File: config.mk
export PLATFORM = sky130hd
export DESIGN_NAME = serial_cfg_loader
export DESIGN_NICKNAME = d
export VERILOG_FILES = /design/src/rtl/slr_pkg.sv /design/src/rtl/slr_edge_det.sv /design/src/rtl/slr_shift_rx.sv /design/src/rtl/slr_word_decode.sv /design/src/rtl/slr_reg_bank.sv /design/src/rtl/serial_cfg_loader.sv
export SDC_FILE = /design/constraint.sdc
export NUM_CORES = 1
export LEC_CHECK = 0
export BUFFER_PORTS_ARGS = -buffer_cell sky130_fd_sc_hd__buf_2
export CORE_ASPECT_RATIO = 1.1
export CORE_UTILIZATION = 64
export DETAILED_ROUTE_END_ITERATION = 6
export HOLD_SLACK_MARGIN = 0.03
export PLACE_DENSITY = 0.85
export SLEW_MARGIN = 10
export SYNTH_ARGS = -nofsm -noshare
export SYNTH_HDL_FRONTEND = slang
export SYNTH_HIERARCHICAL = 1
export SYNTH_SLANG_ARGS = --single-unit
export TNS_END_PERCENT = 20
File: constraint.sdc
create_clock -name clk_i -period 8.34 [get_ports clk_i]
set_input_delay 0.834 -clock clk_i [delete_from_list [all_inputs] [get_ports clk_i]]
set_output_delay 0.834 -clock clk_i [all_outputs]
set_load 0.03 [all_outputs]
File: src/rtl/slr_pkg.sv
package slr_pkg;
  localparam int CODE_LO = 0;
  localparam int CAT_LO  = 8;
  localparam int MODE_LO = 10;
  localparam int SHEN_B  = 13;
  localparam int RDS_B   = 14;
  localparam int PAL_B   = 17;
  localparam int WOB_B   = 32;
  localparam int EXP_B   = 33;
  localparam int OBP_LO  = 34;
  localparam int ADC_LO  = 36;
  localparam int PWR_LO  = 38;
  localparam int VCNT_LO = 10;
  localparam int HCNT_LO = 20;
  localparam int HPOS_LO = 32;
  localparam int LAST_USED = 41;

  typedef enum logic [1:0] {
    PWR_RUN0  = 2'b00,
    PWR_SLEEP = 2'b01,
    PWR_RUN1  = 2'b10,
    PWR_STBY  = 2'b11
  } pwr_t;

  typedef struct packed {
    logic       shen;
    logic       rds;
    logic       wob;
    logic       expsel;
    logic [1:0] obp;
    logic [1:0] adc;
  } hd_ctl_t;

  typedef struct packed {
    logic [2:0] mode;
    logic       pal;
  } vd_ctl_t;

  typedef struct packed {
    logic [9:0]  vcnt;
    logic [11:0] hcnt;
    logic [9:0]  hpos;
  } shut_t;

  localparam hd_ctl_t HD_CTL_RST = '{shen: 1'b0, rds: 1'b0, wob: 1'b0,
                                     expsel: 1'b0, obp: 2'b00, adc: 2'b01};
endpackage

File: src/rtl/slr_edge_det.sv
module slr_edge_det #(
  parameter int          N       = 4,
  parameter logic [N-1:0] RST_VAL = '0
) (
  input  logic         clk_i,
  input  logic         rst_ni,
  input  logic [N-1:0] sig_i,
  output logic [N-1:0] rise_o,
  output logic [N-1:0] fall_o
);
  logic [N-1:0] prev_q;

  always_ff @(posedge clk_i or negedge rst_ni) begin
    if (!rst_ni) prev_q <= RST_VAL;
    else         prev_q <= sig_i;
  end

  generate
    for (genvar i = 0; i < N; i++) begin : g_edge
      assign rise_o[i] = sig_i[i] & ~prev_q[i];
      assign fall_o[i] = ~sig_i[i] & prev_q[i];
    end
  endgenerate
endmodule

File: src/rtl/slr_shift_rx.sv
module slr_shift_rx #(
  parameter int FRAME_W = 48,
  localparam int CNT_W  = $clog2(FRAME_W + 2)
) (
  input  logic               clk_i,
  input  logic               rst_ni,
  input  logic               tick_i,
  input  logic               sen_i,
  input  logic               din_i,
  output logic [FRAME_W-1:0] word_o,
  output logic               full_o
);
  localparam logic [CNT_W-1:0] CNT_MAX  = CNT_W'(FRAME_W + 1);
  localparam logic [CNT_W-1:0] CNT_FULL = CNT_W'(FRAME_W);

  logic [FRAME_W-1:0] word_q, word_d;
  logic [CNT_W-1:0]   cnt_q, cnt_d;

  always_comb begin
    word_d = word_q;
    cnt_d  = cnt_q;
    if (sen_i) begin
      cnt_d = '0;
    end else if (tick_i) begin
      word_d = {din_i, word_q[FRAME_W-1:1]};
      if (cnt_q != CNT_MAX) cnt_d = cnt_q + 1'b1;
    end
  end

  always_ff @(posedge clk_i or negedge rst_ni) begin
    if (!rst_ni) begin
      word_q <= '0;
      cnt_q  <= '0;
    end else begin
      word_q <= word_d;
      cnt_q  <= cnt_d;
    end
  end

  assign word_o = word_q;
  assign full_o = (cnt_q == CNT_FULL);
endmodule

File: src/rtl/slr_word_decode.sv
module slr_word_decode
  import slr_pkg::*;
#(
  parameter int               FRAME_W   = 48,
  parameter int               CODE_W    = 8,
  parameter logic [CODE_W-1:0] CHIP_CODE = 8'h81
) (
  input  logic [FRAME_W-1:0] word_i,
  output logic               is_ctl_o,
  output logic               is_shut_o,
  output hd_ctl_t            hd_o,
  output vd_ctl_t            vd_o,
  output shut_t              shut_o,
  output pwr_t               pwr_o
);
  logic       chip_ok;
  logic [1:0] cat;
  logic       unused_tail;

  assign chip_ok   = (word_i[CODE_LO +: CODE_W] == CHIP_CODE);
  assign cat       = word_i[CAT_LO +: 2];
  assign is_ctl_o  = chip_ok & (cat == 2'b00);
  assign is_shut_o = chip_ok & (cat == 2'b01);

  assign hd_o.shen   = word_i[SHEN_B];
  assign hd_o.rds    = word_i[RDS_B];
  assign hd_o.wob    = word_i[WOB_B];
  assign hd_o.expsel = word_i[EXP_B];
  assign hd_o.obp    = word_i[OBP_LO +: 2];
  assign hd_o.adc    = word_i[ADC_LO +: 2];
  assign vd_o.mode   = word_i[MODE_LO +: 3];
  assign vd_o.pal    = word_i[PAL_B];
  assign pwr_o       = pwr_t'(word_i[PWR_LO +: 2]);
  assign shut_o.vcnt = word_i[VCNT_LO +: 10];
  assign shut_o.hcnt = word_i[HCNT_LO +: 12];
  assign shut_o.hpos = word_i[HPOS_LO +: 10];

  assign unused_tail = ^word_i[FRAME_W-1:LAST_USED+1];
endmodule

File: src/rtl/slr_reg_bank.sv
module slr_reg_bank
  import slr_pkg::*;
(
  input  logic    clk_i,
  input  logic    rst_ni,
  input  logic    acc_ctl_i,
  input  logic    acc_shut_i,
  input  hd_ctl_t hd_new_i,
  input  vd_ctl_t vd_new_i,
  input  shut_t   shut_new_i,
  input  pwr_t    pwr_new_i,
  input  logic    hd_commit_i,
  input  logic    vd_commit_i,
  output hd_ctl_t hd_live_o,
  output vd_ctl_t vd_live_o,
  output shut_t   shut_live_o,
  output pwr_t    pwr_o
);
  hd_ctl_t hd_pend_q, hd_pend_d, hd_live_q, hd_live_d;
  vd_ctl_t vd_pend_q, vd_pend_d, vd_live_q, vd_live_d;
  shut_t   sh_pend_q, sh_pend_d, sh_live_q, sh_live_d;
  logic    hd_v_q, hd_v_d, vd_v_q, vd_v_d, sh_v_q, sh_v_d;
  pwr_t    pwr_q, pwr_d;
  logic    in_stby, take_ctl, take_shut;

  assign in_stby   = (pwr_q == PWR_STBY);
  assign take_ctl  = acc_ctl_i & ~in_stby;
  assign take_shut = acc_shut_i & ~in_stby;

  always_comb begin
    hd_pend_d = hd_pend_q;
    vd_pend_d = vd_pend_q;
    sh_pend_d = sh_pend_q;
    hd_live_d = hd_live_q;
    vd_live_d = vd_live_q;
    sh_live_d = sh_live_q;
    hd_v_d    = hd_v_q;
    vd_v_d    = vd_v_q;
    sh_v_d    = sh_v_q;
    pwr_d     = pwr_q;

    if (acc_ctl_i) pwr_d = pwr_new_i;

    if (hd_commit_i && hd_v_q) begin
      hd_live_d = hd_pend_q;
      hd_v_d    = 1'b0;
    end
    if (hd_commit_i && sh_v_q) begin
      sh_live_d = sh_pend_q;
      sh_v_d    = 1'b0;
    end
    if (vd_commit_i && vd_v_q) begin
      vd_live_d = vd_pend_q;
      vd_v_d    = 1'b0;
    end

    if (take_ctl) begin
      hd_pend_d = hd_new_i;
      vd_pend_d = vd_new_i;
      hd_v_d    = 1'b1;
      vd_v_d    = 1'b1;
    end
    if (take_shut) begin
      sh_pend_d = shut_new_i;
      sh_v_d    = 1'b1;
    end
  end

  always_ff @(posedge clk_i or negedge rst_ni) begin
    if (!rst_ni) begin
      hd_pend_q <= HD_CTL_RST;
      hd_live_q <= HD_CTL_RST;
      vd_pend_q <= '0;
      vd_live_q <= '0;
      sh_pend_q <= '0;
      sh_live_q <= '0;
      hd_v_q    <= 1'b0;
      vd_v_q    <= 1'b0;
      sh_v_q    <= 1'b0;
      pwr_q     <= PWR_RUN0;
    end else begin
      hd_pend_q <= hd_pend_d;
      hd_live_q <= hd_live_d;
      vd_pend_q <= vd_pend_d;
      vd_live_q <= vd_live_d;
      sh_pend_q <= sh_pend_d;
      sh_live_q <= sh_live_d;
      hd_v_q    <= hd_v_d;
      vd_v_q    <= vd_v_d;
      sh_v_q    <= sh_v_d;
      pwr_q     <= pwr_d;
    end
  end

  assign hd_live_o   = hd_live_q;
  assign vd_live_o   = vd_live_q;
  assign shut_live_o = sh_live_q;
  assign pwr_o       = pwr_q;
endmodule

File: src/rtl/serial_cfg_loader.sv
module serial_cfg_loader
  import slr_pkg::*;
#(
  parameter int FRAME_W = 48,
  parameter int CODE_W  = 8,
  parameter logic [CODE_W-1:0] CHIP_CODE = 8'h81
) (
  input  logic        clk_i,
  input  logic        rst_ni,
  input  logic        sdat_i,
  input  logic        sclk_i,
  input  logic        sen_i,
  input  logic        hd_i,
  input  logic        vd_i,
  input  logic        rdline_i,
  input  logic        freeze_i,
  output logic [2:0]  drv_mode_o,
  output logic        shut_en_o,
  output logic        rd_supp_o,
  output logic        pal_sel_o,
  output logic        wide_ob_o,
  output logic        exp_sel_o,
  output logic [1:0]  ob_pat_o,
  output logic [1:0]  adc_phase_o,
  output logic        sleep_o,
  output logic        standby_o,
  output logic [9:0]  shut_vcnt_o,
  output logic [11:0] shut_hcnt_o,
  output logic [9:0]  shut_hpos_o
);
  localparam int EDGE_N  = 4;
  localparam int E_SCLK  = 0;
  localparam int E_SEN   = 1;
  localparam int E_HD    = 2;
  localparam int E_VD    = 3;
  localparam logic [EDGE_N-1:0] EDGE_RST = EDGE_N'(1 << E_SEN);

  logic [1:0]         rst_sync_q;
  logic               rst_n_int;
  logic [EDGE_N-1:0]  rise, fall;
  logic               tick, word_full, is_ctl, is_shut;
  logic               acc_ctl, acc_shut, hd_commit, vd_commit;
  logic [FRAME_W-1:0] word;
  hd_ctl_t            hd_new, hd_live;
  vd_ctl_t            vd_new, vd_live;
  shut_t              sh_new, sh_live;
  pwr_t               pwr_new, pwr;

  always_ff @(posedge clk_i or negedge rst_ni) begin
    if (!rst_ni) rst_sync_q <= 2'b00;
    else         rst_sync_q <= {rst_sync_q[0], 1'b1};
  end
  assign rst_n_int = rst_sync_q[1];

  slr_edge_det #(.N(EDGE_N), .RST_VAL(EDGE_RST)) u_edge (
    .clk_i  (clk_i),
    .rst_ni (rst_n_int),
    .sig_i  ({vd_i, hd_i, sen_i, sclk_i}),
    .rise_o (rise),
    .fall_o (fall)
  );

  assign tick = rise[E_SCLK] & ~sen_i;

  slr_shift_rx #(.FRAME_W(FRAME_W)) u_rx (
    .clk_i  (clk_i),
    .rst_ni (rst_n_int),
    .tick_i (tick),
    .sen_i  (sen_i),
    .din_i  (sdat_i),
    .word_o (word),
    .full_o (word_full)
  );

  slr_word_decode #(.FRAME_W(FRAME_W), .CODE_W(CODE_W), .CHIP_CODE(CHIP_CODE)) u_dec (
    .word_i    (word),
    .is_ctl_o  (is_ctl),
    .is_shut_o (is_shut),
    .hd_o      (hd_new),
    .vd_o      (vd_new),
    .shut_o    (sh_new),
    .pwr_o     (pwr_new)
  );

  assign acc_ctl   = rise[E_SEN] & word_full & is_ctl;
  assign acc_shut  = rise[E_SEN] & word_full & is_shut;
  assign hd_commit = fall[E_HD] & rdline_i & ~freeze_i;
  assign vd_commit = fall[E_VD] & ~freeze_i;

  slr_reg_bank u_bank (
    .clk_i       (clk_i),
    .rst_ni      (rst_n_int),
    .acc_ctl_i   (acc_ctl),
    .acc_shut_i  (acc_shut),
    .hd_new_i    (hd_new),
    .vd_new_i    (vd_new),
    .shut_new_i  (sh_new),
    .pwr_new_i   (pwr_new),
    .hd_commit_i (hd_commit),
    .vd_commit_i (vd_commit),
    .hd_live_o   (hd_live),
    .vd_live_o   (vd_live),
    .shut_live_o (sh_live),
    .pwr_o       (pwr)
  );

  assign drv_mode_o  = vd_live.mode;
  assign pal_sel_o   = vd_live.pal;
  assign shut_en_o   = hd_live.shen;
  assign rd_supp_o   = hd_live.rds;
  assign wide_ob_o   = hd_live.wob;
  assign exp_sel_o   = hd_live.expsel;
  assign ob_pat_o    = hd_live.obp;
  assign adc_phase_o = hd_live.adc;
  assign sleep_o     = (pwr == PWR_SLEEP);
  assign standby_o   = (pwr == PWR_STBY);
  assign shut_vcnt_o = sh_live.vcnt;
  assign shut_hcnt_o = sh_live.hcnt;
  assign shut_hpos_o = sh_live.hpos;
endmodule

==> run metrics <==
outcome=completed; Clk Latency, worst-skew pair=520 ps; Clock Tree Buf Depth=2; initial antenna violation count=0; YS warnings=6; CP Launch Type=flop; Net Sw Frac=19.3%; Fillers=588; die area=10400 um2; Routed Antenna Nets=0; Slew @ Worst Pin=1150 ps; NetSw=0.311 mW; Seq. cell area=3840 um2; Final min period=2590 ps; Inserted Clock Buffers=17; vias per cell=5.62; Die H=107 um; logic gate share of total power=2.0%; CTS root buf=clkbuf_8; slew margin rel.=22.9%; RSZ-0062 raised after global routing=no; row cnt=37; pin count of the biggest net entering global routing=83; skew final=6.64 ps; Hold Path Class=input pin to asynchronous set/reset pin; max_cap viols=0; area of the multi-input gates=2100 um2; met3 routed WL=318 um; M1 WL=4.59 mm; ant diodes=0; fin nets=441; setup TNS=0 ps; met2 WL=5.27 mm; TritonCTS clock tree=built; PwrDens=229 nW/um2; CP Data Arrival Time=2990 ps; CTS Sinks=153; post-cts sizing count=0; Crit Path Category=flop to flop; Avg Cell Area, Syn=15.6 um2; Gate Count Post-Synth=413; mapped cell area=6420 um2; Peak Freq=387 MHz; GPL Wtd Cong=0.755; Clock transition at path regs=60 ps; core area=9540 um2; total track usage=21.5%; Area Overhead vs Synth=9.31%; Initial Util=67.4%; Detailed Place HPWL=6.26 mm; Int Pwr=1.30 mW; total number of vias=3137; critical path capture point type=flop; crit path max fanout=23; first-pass GRT wire length=16.9 mm; final setup fails=0; total global routing overflow=0; DR DRC count=0; required time of the critical path=8740 ps; cts hold-fix bufs=0; drt first pass iters=4; fin crit share=31.0%; Wirelength per Cell=18.5 um; vias in the first global route=3299; total wire length=10.3 mm; CTS HTree Levels=4; fin. max-slew vios=0; Post-CTS Setup Inserts=0; Die Wd=97.5 um; part of the power in registers=47.8%; highest metal used=met4; I/O Pins=55; Port Buf Inserts=54; clock power share=50.3%; total power=1.61 mW; Max IR drop VDD=0.166 mV; initial drt markers=126; share of post-route cells with drive strength above 1=53.3%; final hold vios=0; Mapped Nets=425; Pleak=3.71 nW
[area by class of cell]
class / count / area share, %
clock buffer: 22 / 6.45
multi-input combinational: 195 / 29.9
timing repair buffer: 57 / 4.17
clock inverter: 9 / 2.42
sequential: 153 / 54.6
tap: 117 / 2.08
inverter: 5 / 0.339
[critical path, stage by stage, from the launching register on]
cell      delay, ps
dfrtp_1         420
nor4b_1         350
and4_1          220
and3_1          150
a21boi_4        470
buf_4           470
mux2_2          390
[layer usage]
layer / vias up / track usage, %
met5: - / 0
met4: 0 / 8.61
met3: 12 / 5.61
met2: 64 / 35.7
met1: 1631 / 27.3
li1: 1430 / -
[through the flow]
| stage | hold slack [ps] | util (%) | cell area (um2) | setup WS [ps] | cells |
|---|---|---|---|---|---|
| final | 87.2 | 73.6 | 7020 | 5750 | 558 |
| after global routing | 65.1 | 73.6 | 7020 | 5630 | 558 |
| after CTS | 75.5 | 73.6 | 7020 | 5740 | 558 |
| after detailed placement | 341 | 67.1 | 6400 | 5380 | 527 |
| after global placement | 335 | 67.1 | 6400 | 5460 | 527 |
| after floorplan | 331 | - | 6420 | 3770 | 413 |
[state kept, by name, indices dropped and copies added, names as in the netlist]
name	count
u_bank/pwr_o	2
u_bank/sh_v_q	1
u_bank/vd_v_q	1
u_bank/hd_pend_q	8
u_bank/vd_live_o	4
rst_sync_q	2
u_bank/shut_live_o	32
u_rx/cnt_q	6
u_bank/hd_v_q	1
u_bank/vd_pend_q	4
u_edge/prev_q	4
u_bank/sh_pend_q	32
u_bank/hd_live_o	8
u_rx/word_o	48
[power groups by stage]
stage,Sequential (mW),Clock [mW],Combinational (mW)
6_report,0.768,0.808,0.0316
4_1_cts,0.768,0.816,0.0321
2_1_floorplan,0.782,0,0.0200
3_3_place_gp,0.780,0,0.0293
3_5_place_dp,0.781,0,0.0309
5_1_grt,0.770,0.850,0.0357
[worst paths after layout]
path                                       startpoint                         endpoint  slack [ps]  cells past startpoint
max                        u_rx/word_o[6]$_DFFE_PN0P_  u_bank/sh_pend_q[9]$_DFFE_PN0P_        5750                      6
min                                            rst_ni          rst_sync_q[0]$_DFF_PN0_          90                      1
max reg2reg                u_rx/word_o[6]$_DFFE_PN0P_  u_bank/sh_pend_q[9]$_DFFE_PN0P_        5750                      6
min reg2reg                   rst_sync_q[0]$_DFF_PN0_          rst_sync_q[1]$_DFF_PN0_         360                      0
max in group asynchronous     rst_sync_q[1]$_DFF_PN0_  u_bank/hd_live_o[4]$_DFFE_PN0P_        6360                      1
min in group clk_i            rst_sync_q[0]$_DFF_PN0_          rst_sync_q[1]$_DFF_PN0_         360                      0
[placed cells by master, fill, tap and decap left out, types with 2 or more instances in the layout]
cell / count
clkbuf_8: 3
a21boi_4: 2
and3_1: 2
xor2_1: 2
nor2b_1: 8
nand3_1: 3
buf_2: 54
a21oi_1: 2
buf_4: 3
dfstp_2: 3
nor2_1: 2
bufinv_16: 5
dfrtp_1: 149
mux2_2: 107
a21o_1: 3
clkbuf_1: 3
nand4_1: 3
nand2_1: 5
nor4b_1: 2
inv_1: 4
ha_1: 3
mux2_4: 31
clkbuf_16: 16
clkinv_2: 4
(Power assumes the default switching activity.)
